## src/rtl/dma_seq_pkg.sv

```systemverilog
package dma_seq_pkg;

    localparam int CTRL_W = 7;

    typedef enum logic [1:0] {
        AM_FIXED = 2'b00,
        AM_INC   = 2'b01,
        AM_DEC   = 2'b10,
        AM_BAD   = 2'b11
    } addr_mode_e;

    typedef enum logic [1:0] {
        SZ_BYTE = 2'b00,
        SZ_WORD = 2'b01,
        SZ_LONG = 2'b10,
        SZ_BAD  = 2'b11
    } xfer_size_e;

    // bit 6 indirect, [5:4] source mode, [3:2] destination mode, [1:0] size
    typedef struct packed {
        logic       indirect;
        addr_mode_e src_mode;
        addr_mode_e dst_mode;
        xfer_size_e size;
    } seq_ctrl_t;

    typedef enum logic {
        ST_VALID = 1'b0,
        ST_FAULT = 1'b1
    } cfg_state_e;

    function automatic logic ctrl_bad(input seq_ctrl_t c);
        return (c.src_mode == AM_BAD) || (c.dst_mode == AM_BAD) || (c.size == SZ_BAD);
    endfunction

    function automatic logic [2:0] size_to_bytes(input xfer_size_e s);
        logic [2:0] b;
        unique case (s)
            SZ_BYTE: b = 3'd1;
            SZ_WORD: b = 3'd2;
            SZ_LONG: b = 3'd4;
            default: b = 3'd0;
        endcase
        return b;
    endfunction

endpackage

```

## src/rtl/dma_cfg_fsm.sv

```systemverilog
module dma_cfg_fsm
    import dma_seq_pkg::*;
(
    input  logic              clk,
    input  logic              rst_n,
    input  logic              ctrl_we,
    input  logic [CTRL_W-1:0] ctrl_wdata,
    output seq_ctrl_t         ctrl_q,
    output logic              fault
);

    cfg_state_e state_q, state_d;
    seq_ctrl_t  wr_word;

    assign wr_word = seq_ctrl_t'(ctrl_wdata);

    // control register
    always_ff @(posedge clk or negedge rst_n) begin
        if (!rst_n) begin
            ctrl_q <= '{indirect: 1'b0, src_mode: AM_FIXED, dst_mode: AM_FIXED, size: SZ_BYTE};
        end else if (ctrl_we) begin
            ctrl_q <= wr_word;
        end
    end

    // state register
    always_ff @(posedge clk or negedge rst_n) begin
        if (!rst_n) state_q <= ST_VALID;
        else        state_q <= state_d;
    end

    // transitions: T_BADCFG, T_GOODCFG
    always_comb begin
        state_d = state_q;
        unique case (state_q)
            ST_VALID: if (ctrl_we && ctrl_bad(wr_word))  state_d = ST_FAULT;
            ST_FAULT: if (ctrl_we && !ctrl_bad(wr_word)) state_d = ST_VALID;
            default:  state_d = ST_VALID;
        endcase
    end

    // outputs
    always_comb begin
        unique case (state_q)
            ST_FAULT: fault = 1'b1;
            default:  fault = 1'b0;
        endcase
    end

    AST_BADCFG_FAULTS: assert property (@(posedge clk) disable iff (!rst_n)
        ctrl_we && ctrl_bad(seq_ctrl_t'(ctrl_wdata)) |=> fault);
    AST_GOODCFG_CLEARS: assert property (@(posedge clk) disable iff (!rst_n)
        ctrl_we && !ctrl_bad(seq_ctrl_t'(ctrl_wdata)) |=> !fault);

endmodule

```

## src/rtl/dma_step_calc.sv

```systemverilog
module dma_step_calc
    import dma_seq_pkg::*;
#(
    parameter int ADDR_W = 32
) (
    input  addr_mode_e        mode,
    input  xfer_size_e        size,
    input  logic              ptr_mode,
    output logic [ADDR_W-1:0] step
);

    localparam logic [2:0] PTR_STEP = 3'd4;

    logic [2:0]        mag;
    logic [ADDR_W-1:0] mag_ext;

    always_comb begin
        mag     = ptr_mode ? PTR_STEP : size_to_bytes(size);
        mag_ext = ADDR_W'(mag);
        unique case (mode)
            AM_INC:  step = mag_ext;
            AM_DEC:  step = '0 - mag_ext;
            default: step = '0;
        endcase
    end

endmodule

```

## src/rtl/dma_addr_reg.sv

```systemverilog
module dma_addr_reg #(
    parameter int ADDR_W = 32
) (
    input  logic              clk,
    input  logic              rst_n,
    input  logic              load,
    input  logic [ADDR_W-1:0] load_val,
    input  logic              adv,
    input  logic [ADDR_W-1:0] step,
    output logic [ADDR_W-1:0] q
);

    always_ff @(posedge clk or negedge rst_n) begin
        if (!rst_n)    q <= '0;
        else if (load) q <= load_val;
        else if (adv)  q <= q + step;
    end

    AST_LOAD_WINS: assert property (@(posedge clk) disable iff (!rst_n)
        load |=> q == $past(load_val));

endmodule

```

## src/rtl/dma_addr_seq.sv

```systemverilog
module dma_addr_seq
    import dma_seq_pkg::*;
#(
    parameter int ADDR_W = 32
) (
    input  logic              clk,
    input  logic              rst_n,
    input  logic              ctrl_we,
    input  logic [CTRL_W-1:0] ctrl_wdata,
    input  logic              load,
    input  logic [ADDR_W-1:0] load_src,
    input  logic [ADDR_W-1:0] load_dst,
    input  logic              xfer_done,
    output logic [ADDR_W-1:0] src_addr,
    output logic [ADDR_W-1:0] dst_addr,
    output logic [2:0]        size_bytes,
    output logic              config_error
);

    localparam int NCH = 2;  // 0 = source, 1 = destination

    seq_ctrl_t   ctrl_q;
    logic        fault;
    logic        adv;
    addr_mode_e  mode_a  [NCH];
    logic        ptr_a   [NCH];
    logic [ADDR_W-1:0] ld_a   [NCH];
    logic [ADDR_W-1:0] step_a [NCH];
    logic [ADDR_W-1:0] q_a    [NCH];

    dma_cfg_fsm u_cfg (
        .clk        (clk),
        .rst_n      (rst_n),
        .ctrl_we    (ctrl_we),
        .ctrl_wdata (ctrl_wdata),
        .ctrl_q     (ctrl_q),
        .fault      (fault)
    );

    assign adv = xfer_done && !fault;

    assign mode_a[0] = ctrl_q.src_mode;
    assign mode_a[1] = ctrl_q.dst_mode;
    assign ptr_a[0]  = ctrl_q.indirect;
    assign ptr_a[1]  = 1'b0;
    assign ld_a[0]   = load_src;
    assign ld_a[1]   = load_dst;

    for (genvar i = 0; i < NCH; i++) begin : g_chan
        dma_step_calc #(.ADDR_W(ADDR_W)) u_step (
            .mode     (mode_a[i]),
            .size     (ctrl_q.size),
            .ptr_mode (ptr_a[i]),
            .step     (step_a[i])
        );
        dma_addr_reg #(.ADDR_W(ADDR_W)) u_reg (
            .clk      (clk),
            .rst_n    (rst_n),
            .load     (load),
            .load_val (ld_a[i]),
            .adv      (adv),
            .step     (step_a[i]),
            .q        (q_a[i])
        );
    end

    assign src_addr     = q_a[0];
    assign dst_addr     = q_a[1];
    assign size_bytes   = size_to_bytes(ctrl_q.size);
    assign config_error = fault;

    AST_FAULT_FREEZE: assert property (@(posedge clk) disable iff (!rst_n)
        config_error && xfer_done && !load |=> $stable(src_addr) && $stable(dst_addr));
    AST_IDLE_HOLD: assert property (@(posedge clk) disable iff (!rst_n)
        !load && !xfer_done |=> $stable(src_addr) && $stable(dst_addr));
    AST_DST_INC_STEP: assert property (@(posedge clk) disable iff (!rst_n)
        !config_error && xfer_done && !load && ctrl_q.dst_mode == AM_INC
        |=> dst_addr == $past(dst_addr) + ADDR_W'($past(size_bytes)));
    AST_PTR_STEP: assert property (@(posedge clk) disable iff (!rst_n)
        !config_error && xfer_done && !load && ctrl_q.indirect && ctrl_q.src_mode == AM_DEC
        |=> src_addr == $past(src_addr) - ADDR_W'(4));
    AST_SIZE_ONEHOT: assert property (@(posedge clk) disable iff (!rst_n)
        $onehot0(size_bytes));

endmodule

```

## config.mk

```make
export PLATFORM = sky130hd
export DESIGN_NAME = dma_addr_seq
export DESIGN_NICKNAME = d
export VERILOG_FILES = /design/src/rtl/dma_seq_pkg.sv /design/src/rtl/dma_cfg_fsm.sv /design/src/rtl/dma_step_calc.sv /design/src/rtl/dma_addr_reg.sv /design/src/rtl/dma_addr_seq.sv
export SDC_FILE = /design/constraint.sdc
export NUM_CORES = 1
export LEC_CHECK = 0
export ABC_AREA = 1
export BUFFER_PORTS_ARGS = -buffer_cell sky130_fd_sc_hd__buf_2
export CORE_UTILIZATION = 50
export CTS_CLUSTER_DIAMETER = 40
export DETAILED_ROUTE_END_ITERATION = 16
export GPL_TIMING_DRIVEN = 0
export PLACE_DENSITY = 0.75
export SYNTH_ARGS = -nofsm -noshare
export SYNTH_HDL_FRONTEND = slang
export SYNTH_SLANG_ARGS = --single-unit
```

## constraint.sdc

```tcl
create_clock -name clk -period 7.2 [get_ports clk]
set_input_delay 0.36 -clock clk [delete_from_list [all_inputs] [get_ports clk]]
set_output_delay 0.36 -clock clk [all_outputs]
set_load 0.05 [all_outputs]
```

Word level (Yosys, flattened, before mapping)
Cells that the tools add are included.

Bits in registers: 72. Latch bits: 0. Bits in writable memories: 0. ROM bits: 0. Input bits: 76. Output and inout port bits: 68. Word-level logic and storage cells: 42. Memories kept: 0.

Add/sub/neg operators: 4. $mul: 0. Divide/modulo/power cells: 0. Order comparisons: 0. Equal/unequal tests: 9. Shifts and indexed selects: 0. Multiplexer cells: 12. Bitwise operators: 1. Reduce and logical (&&, ||, !) cells: 9.

Operators by type and width (number): $mux W32 (4); $pmux W32 S2 (2); $add A32 B32 Y32 (2); $eq A2 B2 Y1 const B (6); $pmux W3 S3 (1); $sub A1 B3 Y4 const A (2); $eq A2 B1 Y1 const B (3); $logic_and A1 B1 Y1 (3); $mux W1 (3); $mux W3 (1); $logic_not A1 Y1 (2); $logic_not A2 Y1 (1); $logic_or A1 B1 Y1 (2); $pmux W1 S2 (1); $reduce_bool A2 Y1 (1); $not A1 Y1 (1).

Logic depth before layout (Yosys ltp)
Depth after elaboration: 8. Mapped depth: 20. Mapped depth without buffers: 20.

Hierarchy
A second synthesis with hierarchy kept.

Cells, all modules: 1411. Area total of the unflattened synthesis: 8461.9 sq um.

By module, submodules not included: dma_addr_reg at g_chan[0].u_reg (instances 1, cells an instance 629, area an instance 3738.6 sq um, seq. area each 800.8 sq um); dma_addr_reg at g_chan[1].u_reg (instances 1, cells an instance 627, area an instance 3708.6 sq um, seq. area each 800.8 sq um); dma_step_calc (instances 2, cells an instance 54, area an instance 329.1 sq um, seq. area each 0.0 sq um); dma_cfg_fsm (instances 1, cells an instance 39, area an instance 326.6 sq um, seq. area each 200.2 sq um); dma_addr_seq (instances 1, cells an instance 8, area an instance 30.0 sq um, seq. area each 0.0 sq um).

Worst setup path after synthesis
No wires, ideal clock.

Kind: reg2reg. Start: reg, netlist name u_cfg.ctrl_q[0]. End: reg g_chan[0].u_reg.q[17]. Setup time: 0.118 ns. Arrival: 2.902 ns. Required time: 7.082 ns. Path slack: 4.180 ns. Stages on the path, launching flop included: 21. Buffers on the path: 0. Clock period less this slack: 3.020 ns. Path through: dfrtp_1 inv_1 nor2_1 nand2_1 ha_1 nor2_1 o21ai_0 a21oi_1 ha_1 a21oi_1 nand2_1 nand2_1 nand2_2 nand2_1 nand2_2 nand2_1 nand2_1 nand2_1 nand3_1 nand2_1 nand2_1.

Cells in the longest elaborated chain, start to end: 8. Elaborated cells on any way between the ends: 10. Those cells by class: 2 x add/sub; 2 x eq/ne; 5 x mux; 1 x reduce/logical.

Ends and longest elaborated chain: $eq A2 B2 Y1 (tied with other cells); $pmux W3 S3 *; net size_bytes[1] (line dma_addr_seq.sv:16) `output logic [2:0] size_bytes,`; $mux W3 * (line dma_step_calc.sv:18) `mag = ptr_mode ? PTR_STEP : size_to_bytes(size);`; $sub A1 B3 Y4 (line dma_step_calc.sv:22) `AM_DEC: step = '0 - mag_ext;`; $pmux W32 S2 * (line dma_step_calc.sv:20) `unique case (mode)`; $add A32 B32 Y32 * (line dma_addr_reg.sv:16) `else if (adv) q <= q + step;`; $mux W32 * (line dma_addr_reg.sv:16); $mux W32 * (line dma_addr_reg.sv:15) `else if (load) q <= load_val;`; end signal, assigned (line dma_addr_reg.sv:15); end signal, assigned (line dma_addr_reg.sv:16); end, declared (line dma_addr_reg.sv:10) `output logic [ADDR_W-1:0] q`.

The timed path passes the listed nets; every way through them passes the cells marked *. The select of a mux whose other input is x is not followed. A chain may end at the register's enable or synchronous reset.

Worst setup path after layout
Start: reg, netlist name u_cfg.ctrl_q[2]. End: reg g_chan[1].u_reg.q[31].

Cells in the longest elaborated chain, start to end: 5. Elaborated cells on any way between the ends: 6. Those cells by class: 1 x add/sub; 2 x eq/ne; 3 x mux.

Ends and longest elaborated chain (line): $eq A2 B2 Y1 / $eq A2 B1 Y1 (equally long branches) (dma_step_calc.sv:20); $pmux W32 S2 * (dma_step_calc.sv:20); $add A32 B32 Y32 * (dma_addr_reg.sv:16); $mux W32 * (dma_addr_reg.sv:16); $mux W32 * (dma_addr_reg.sv:15); end signal, assigned (dma_addr_reg.sv:15); end signal, assigned (dma_addr_reg.sv:16); end, declared (dma_addr_reg.sv:10).

Every way passes the cells marked *; elsewhere a longest branch is shown, timed or not. The select of a mux whose other input is x is not followed.

==> impl_metrics.prom <==
# TYPE chip_impl_metric gauge
chip_impl_metric{name="routed-via-count",unit=""} 8464
chip_impl_metric{name="initial_core_util",unit="%"} 51.9
chip_impl_metric{name="report.final.hold_viol_count",unit=""} 0
chip_impl_metric{name="worstPathArrival",unit="ps"} 3750
chip_impl_info{name="r2r_end",value="g_chan[1].u_reg.q[31]"} 1
chip_impl_metric{name="netlist_area",unit="sq um"} 7630
chip_impl_metric{name="clock.fmax",unit="MHz"} 286
chip_impl_metric{name="via_density_per_instance",unit=""} 5.24
chip_impl_metric{name="area_added_between_synthesis_and_finish",unit="%"} 17.1
chip_impl_metric{name="layout.nets",unit=""} 1568
chip_impl_metric{name="maxCapViolCount",unit=""} 0
chip_impl_info{name="crit_path_end_kind",value="register"} 1
chip_impl_info{name="setup.worst_path.start_class",value="register"} 1
chip_impl_metric{name="port_buffer_count",unit=""} 142
chip_impl_info{name="tritoncts_clock_tree",value="yes"} 1
chip_impl_metric{name="power.combinational.fraction",unit="%"} 51.9
chip_impl_metric{name="critical_path_required",unit="ps"} 7450
chip_impl_metric{name="synth-adder-area-share",unit="%"} 11.5
chip_impl_metric{name="worst_max_slew_pin_slew",unit="ps"} 1100
chip_impl_metric{name="fillers",unit=""} 1540
chip_impl_metric{name="pwr-share-seq",unit="%"} 24.7
chip_impl_metric{name="internal_power",unit="W"} 0.00111
chip_impl_metric{name="io_pins",unit=""} 144
chip_impl_metric{name="worst_skew_pair.late_latency",unit="ps"} 360
chip_impl_metric{name="final_min_period_over_clock_period",unit="%"} 48.5
chip_impl_metric{name="detail_route.wirelength",unit="mm"} 24.5
chip_impl_metric{name="grt_overflow",unit=""} 0
chip_impl_metric{name="reg2reg_slack",unit="ps"} 3710
chip_impl_metric{name="synth_area_per_cell",unit="sq um"} 6.02
chip_impl_metric{name="number_of_distinct_library_cells_after_synthesis",unit=""} 33
chip_impl_metric{name="post-route-min-period",unit="ps"} 3490
chip_impl_info{name="main_combinational_cell_family_by_area_after_synthesis",value="simple AND/OR/NAND/NOR gates"} 1
chip_impl_metric{name="placementRows",unit=""} 44
chip_impl_metric{name="grt_start_max_net_pins",unit=""} 55
chip_impl_metric{name="routed_wire_length_per_instance",unit="um"} 15.2
chip_impl_metric{name="max-vdd-ir-drop",unit="mV"} 0.200
chip_impl_metric{name="synthXorXnorAreaFrac",unit="%"} 2.29
chip_impl_metric{name="global_route_wire_length_before_repair",unit="mm"} 40.2
chip_impl_metric{name="die_area",unit="sq um"} 15800
chip_impl_metric{name="netSwitchingPower",unit="W"} 0.00105
chip_impl_metric{name="cts.repair_timing.setup_buffer_count",unit=""} 0
chip_impl_metric{name="place_hpwl",unit="mm"} 19.6
chip_impl_metric{name="tritoncts.num_buffers",unit=""} 9
chip_impl_metric{name="worst_r2r_path_depth",unit=""} 13
chip_impl_info{name="violations",value="DRC"} 1
chip_impl_metric{name="clock_sink_count",unit=""} 72
chip_impl_metric{name="finalPower",unit="W"} 0.00215
chip_impl_metric{name="synth_compound_area_share",unit="%"} 14.4
chip_impl_metric{name="synthesis.yosys.warnings",unit=""} 0
chip_impl_metric{name="post_synth_mux_area_share",unit="%"} 0
chip_impl_metric{name="drtIter0Drc",unit=""} 519
chip_impl_info{name="timing.setup.critical_path_class",value="register to register"} 1
chip_impl_info{name="holdCritStartpoint",value="load_src[18]"} 1
chip_impl_metric{name="synthCells",unit=""} 1268
chip_impl_metric{name="die_h",unit="um"} 126
chip_impl_metric{name="grt_use_total",unit="%"} 32.3
chip_impl_metric{name="antenna_found_initial",unit=""} 2
chip_impl_metric{name="share_of_synthesized_cell_area_in_and_or_nand_and_nor_gates",unit="%"} 37.1
chip_impl_metric{name="pwr_density_cell",unit="nW/um^2"} 241
chip_impl_metric{name="synth.yosys.seq_area_share",unit="%"} 23.6
chip_impl_metric{name="worst_slew_margin_rel",unit="%"} 26.9
chip_impl_metric{name="p_leak",unit="nW"} 5.16
chip_impl_metric{name="drv_slew",unit=""} 0
chip_impl_metric{name="grt_pass1_vias",unit=""} 8171
chip_impl_metric{name="min_delay_path_depth",unit=""} 3
chip_impl_metric{name="postSynthNetCount",unit=""} 1413
chip_impl_metric{name="fp.dieW",unit="um"} 126
chip_impl_metric{name="timing.setup.tns",unit="ps"} 0
chip_impl_metric{name="clk_pin_slew_worst_paths",unit="ps"} 70
chip_impl_metric{name="ctsHtreeMaxLevel",unit=""} 3
chip_impl_metric{name="firstDrtPassIters",unit=""} 11
chip_impl_metric{name="coreArea",unit="sq um"} 14700
chip_impl_metric{name="pwr-share-clk",unit="%"} 23.4
chip_impl_metric{name="drcViolationCount",unit=""} 8
chip_impl_metric{name="drive_gt1_share",unit="%"} 13.0
chip_impl_info{name="status",value="finished with violations"} 1
chip_impl_metric{name="power.share.switching",unit="%"} 48.6
chip_impl_info{name="hold_ep",value="g_chan[0].u_reg.q[18]"} 1
chip_impl_metric{name="gp_congestion",unit=""} 0.933
chip_impl_metric{name="postSynthRegisterBits",unit=""} 72
chip_impl_metric{name="cts-root-to-sink-buffers",unit=""} 2
chip_impl_metric{name="final.setup_skew",unit="ps"} 13.8
chip_impl_metric{name="final-setup-viol-count",unit=""} 0
chip_impl_metric{name="path_max_fanout",unit=""} 28
chip_impl_info{name="cts.root.buffer_cell",value="sky130_fd_sc_hd__clkbuf_16"} 1
chip_impl_info{name="rsz0062_at_grt",value="false"} 1
chip_impl_info{name="timing.rr.start",value="u_cfg.ctrl_q[2]"} 1
chip_impl_metric{name="drt.antenna.violating_nets",unit=""} 0
chip_impl_info{name="worst_hold_path_type",value="input pin to register"} 1
==> placed cells by master, fill, tap and decap left out, types with 3 or more instances in the layout <==
master / instances
sky130_fd_sc_hd__ha_1: 67
sky130_fd_sc_hd__nand4_1: 7
sky130_fd_sc_hd__nand3b_1: 8
sky130_fd_sc_hd__clkbuf_16: 9
sky130_fd_sc_hd__buf_2: 154
sky130_fd_sc_hd__nor2_2: 4
sky130_fd_sc_hd__nor2_1: 118
sky130_fd_sc_hd__a21oi_1: 71
sky130_fd_sc_hd__nand3_1: 93
sky130_fd_sc_hd__nand2_1: 458
sky130_fd_sc_hd__a22o_1: 17
sky130_fd_sc_hd__nand2_2: 4
sky130_fd_sc_hd__o21ai_0: 55
sky130_fd_sc_hd__inv_1: 196
sky130_fd_sc_hd__o21bai_1: 14
sky130_fd_sc_hd__xnor2_1: 11
sky130_fd_sc_hd__o211ai_1: 15
sky130_fd_sc_hd__dfrtp_1: 72
sky130_fd_sc_hd__clkbuf_1: 10
sky130_fd_sc_hd__o21ai_1: 6
sky130_fd_sc_hd__a31oi_1: 3
sky130_fd_sc_hd__xor2_1: 9
==> cells by family (layout without fill, tap and decap cells) <==
family / count (synthesis) / in the layout
AND/OR/NAND/NOR: 699 / 699
buffers and inverters: 220 / 380
AO/OA/AOI/OAI: 188 / 188
flip-flops: 72 / 72
adder cells (fa/ha/maj): 69 / 69
XOR/XNOR: 20 / 20
other: 0 / 2
==> stage by stage <==
stage          std cells  utilization (%)  worst slack (ps)  area, sq um  hold slack, ps
6_report            1614             60.8              3710         8940             216
2_1_floorplan       1268                -              4180         7630            64.4
3_5_place_dp        1595             58.5              3800         8600             263
4_1_cts             1612             60.8              3770         8930             211
3_3_place_gp        1594             58.3              3770         8570             493
5_1_grt             1614             60.8              3520         8940             234
==> synth_stat cells <==
cell type	instances	area, sq um
sky130_fd_sc_hd__inv_2	1	3.75
sky130_fd_sc_hd__a41oi_1	1	8.76
sky130_fd_sc_hd__nand2_2	4	25.0
sky130_fd_sc_hd__nand3_2	1	10.0
sky130_fd_sc_hd__a21oi_1	71	355
sky130_fd_sc_hd__o21a_1	1	7.51
sky130_fd_sc_hd__nand2_1	458	1720
sky130_fd_sc_hd__o211ai_1	15	113
sky130_fd_sc_hd__nand4_1	7	43.8
sky130_fd_sc_hd__buf_2	13	65.1
sky130_fd_sc_hd__clkbuf_1	10	37.5
sky130_fd_sc_hd__a22o_1	17	149
sky130_fd_sc_hd__o21ai_1	6	30.0
sky130_fd_sc_hd__nor2_2	4	25.0
sky130_fd_sc_hd__o21bai_1	14	105
sky130_fd_sc_hd__a21o_1	2	15.0
sky130_fd_sc_hd__nor3_1	2	10.0
sky130_fd_sc_hd__o21ai_2	2	17.5
sky130_fd_sc_hd__dfrtp_1	72	1800
sky130_fd_sc_hd__a31oi_1	3	18.8
sky130_fd_sc_hd__o21ai_0	55	275
sky130_fd_sc_hd__a21boi_0	1	7.51
sky130_fd_sc_hd__nor3_2	2	20.0
sky130_fd_sc_hd__fa_1	2	40.0
sky130_fd_sc_hd__ha_1	67	838
sky130_fd_sc_hd__inv_1	196	736
sky130_fd_sc_hd__nor2_1	118	443
sky130_fd_sc_hd__xnor2_1	11	96.3
sky130_fd_sc_hd__and2_1	1	6.26
sky130_fd_sc_hd__xor2_1	9	78.8
sky130_fd_sc_hd__nor4_1	1	6.26
sky130_fd_sc_hd__nand3_1	93	465
sky130_fd_sc_hd__nand3b_1	8	60.1
==> how the worst max path moves through the flow <==
stage	from	endpoint	slack, ps
after detailed placement	u_cfg.ctrl_q[2]	g_chan[1].u_reg.q[31]	3800
after floorplan	u_cfg.ctrl_q[0]	g_chan[0].u_reg.q[17]	4180
after CTS	u_cfg.ctrl_q[2]	g_chan[1].u_reg.q[31]	3770
after global routing	u_cfg.ctrl_q[2]	g_chan[1].u_reg.q[31]	3520
final	u_cfg.ctrl_q[2]	g_chan[1].u_reg.q[31]	3710
after global placement	u_cfg.ctrl_q[2]	g_chan[1].u_reg.q[31]	3770
==> power groups by stage <==
stage	clock [W]	combinational, W	sequential (W)
floorplan	0	0.000618	0.000737
global placement	0	0.00109	0.000536
detailed placement	0	0.00111	0.000538
CTS	0.000511	0.00111	0.000530
global route	0.000527	0.00124	0.000539
finish	0.000504	0.00112	0.000532
==> final cells by class <==
class | instances | area, sq um | area share, %
Antenna cell | 2 | 5.00 | 0.0560
Buffer | 23 | 103 | 1.15
Clock buffer | 9 | 225 | 2.52
Clock inverter | 7 | 93.8 | 1.05
Inverter | 197 | 739 | 8.27
Multi-Input combinational cell | 976 | 4990 | 55.8
Sequential cell | 72 | 1800 | 20.2
Tap cell | 184 | 230 | 2.58
Timing Repair Buffer | 144 | 751 | 8.40
==> per-layer routing <==
layer  routed length (um)  share of wire [%]  vias to the layer above  GRT usage [%]
met4                  862                3.5                        0           12.6
met5                    0                  0                        -              0
li1                     -                  -                     4357              -
met1                11300                 46                     3824           41.3
met3                  903                3.7                       55           4.07
met2                11400                 47                      228           55.3
==> repair_timing <==
item / 4_1_cts / 5_1_grt
resized for setup: 0 / 0
hold endpoints to repair: 18 / 0
hold buffers: 1 / 0
==> flip-flops by register name, summed over array words and instances, names as in the netlist, named ones only <==
register        count
g_chan.u_reg.q     64
u_cfg.ctrl_q        7
==> critical path, stage by stage, from the launching register on <==
cell                      delay, ps
sky130_fd_sc_hd__dfrtp_1        380
sky130_fd_sc_hd__inv_1           80
sky130_fd_sc_hd__ha_1           190
sky130_fd_sc_hd__nand2_1        160
sky130_fd_sc_hd__inv_1          820
sky130_fd_sc_hd__ha_1           460
sky130_fd_sc_hd__a21oi_1        310
sky130_fd_sc_hd__nand2_1        130
sky130_fd_sc_hd__a21oi_1        370
sky130_fd_sc_hd__o21ai_2        140
sky130_fd_sc_hd__nand2_1        100
sky130_fd_sc_hd__nand3_1         60
sky130_fd_sc_hd__nand3_1         90
sky130_fd_sc_hd__nand2_1         50
No activity file was read; power rests on OpenSTA's default activity.
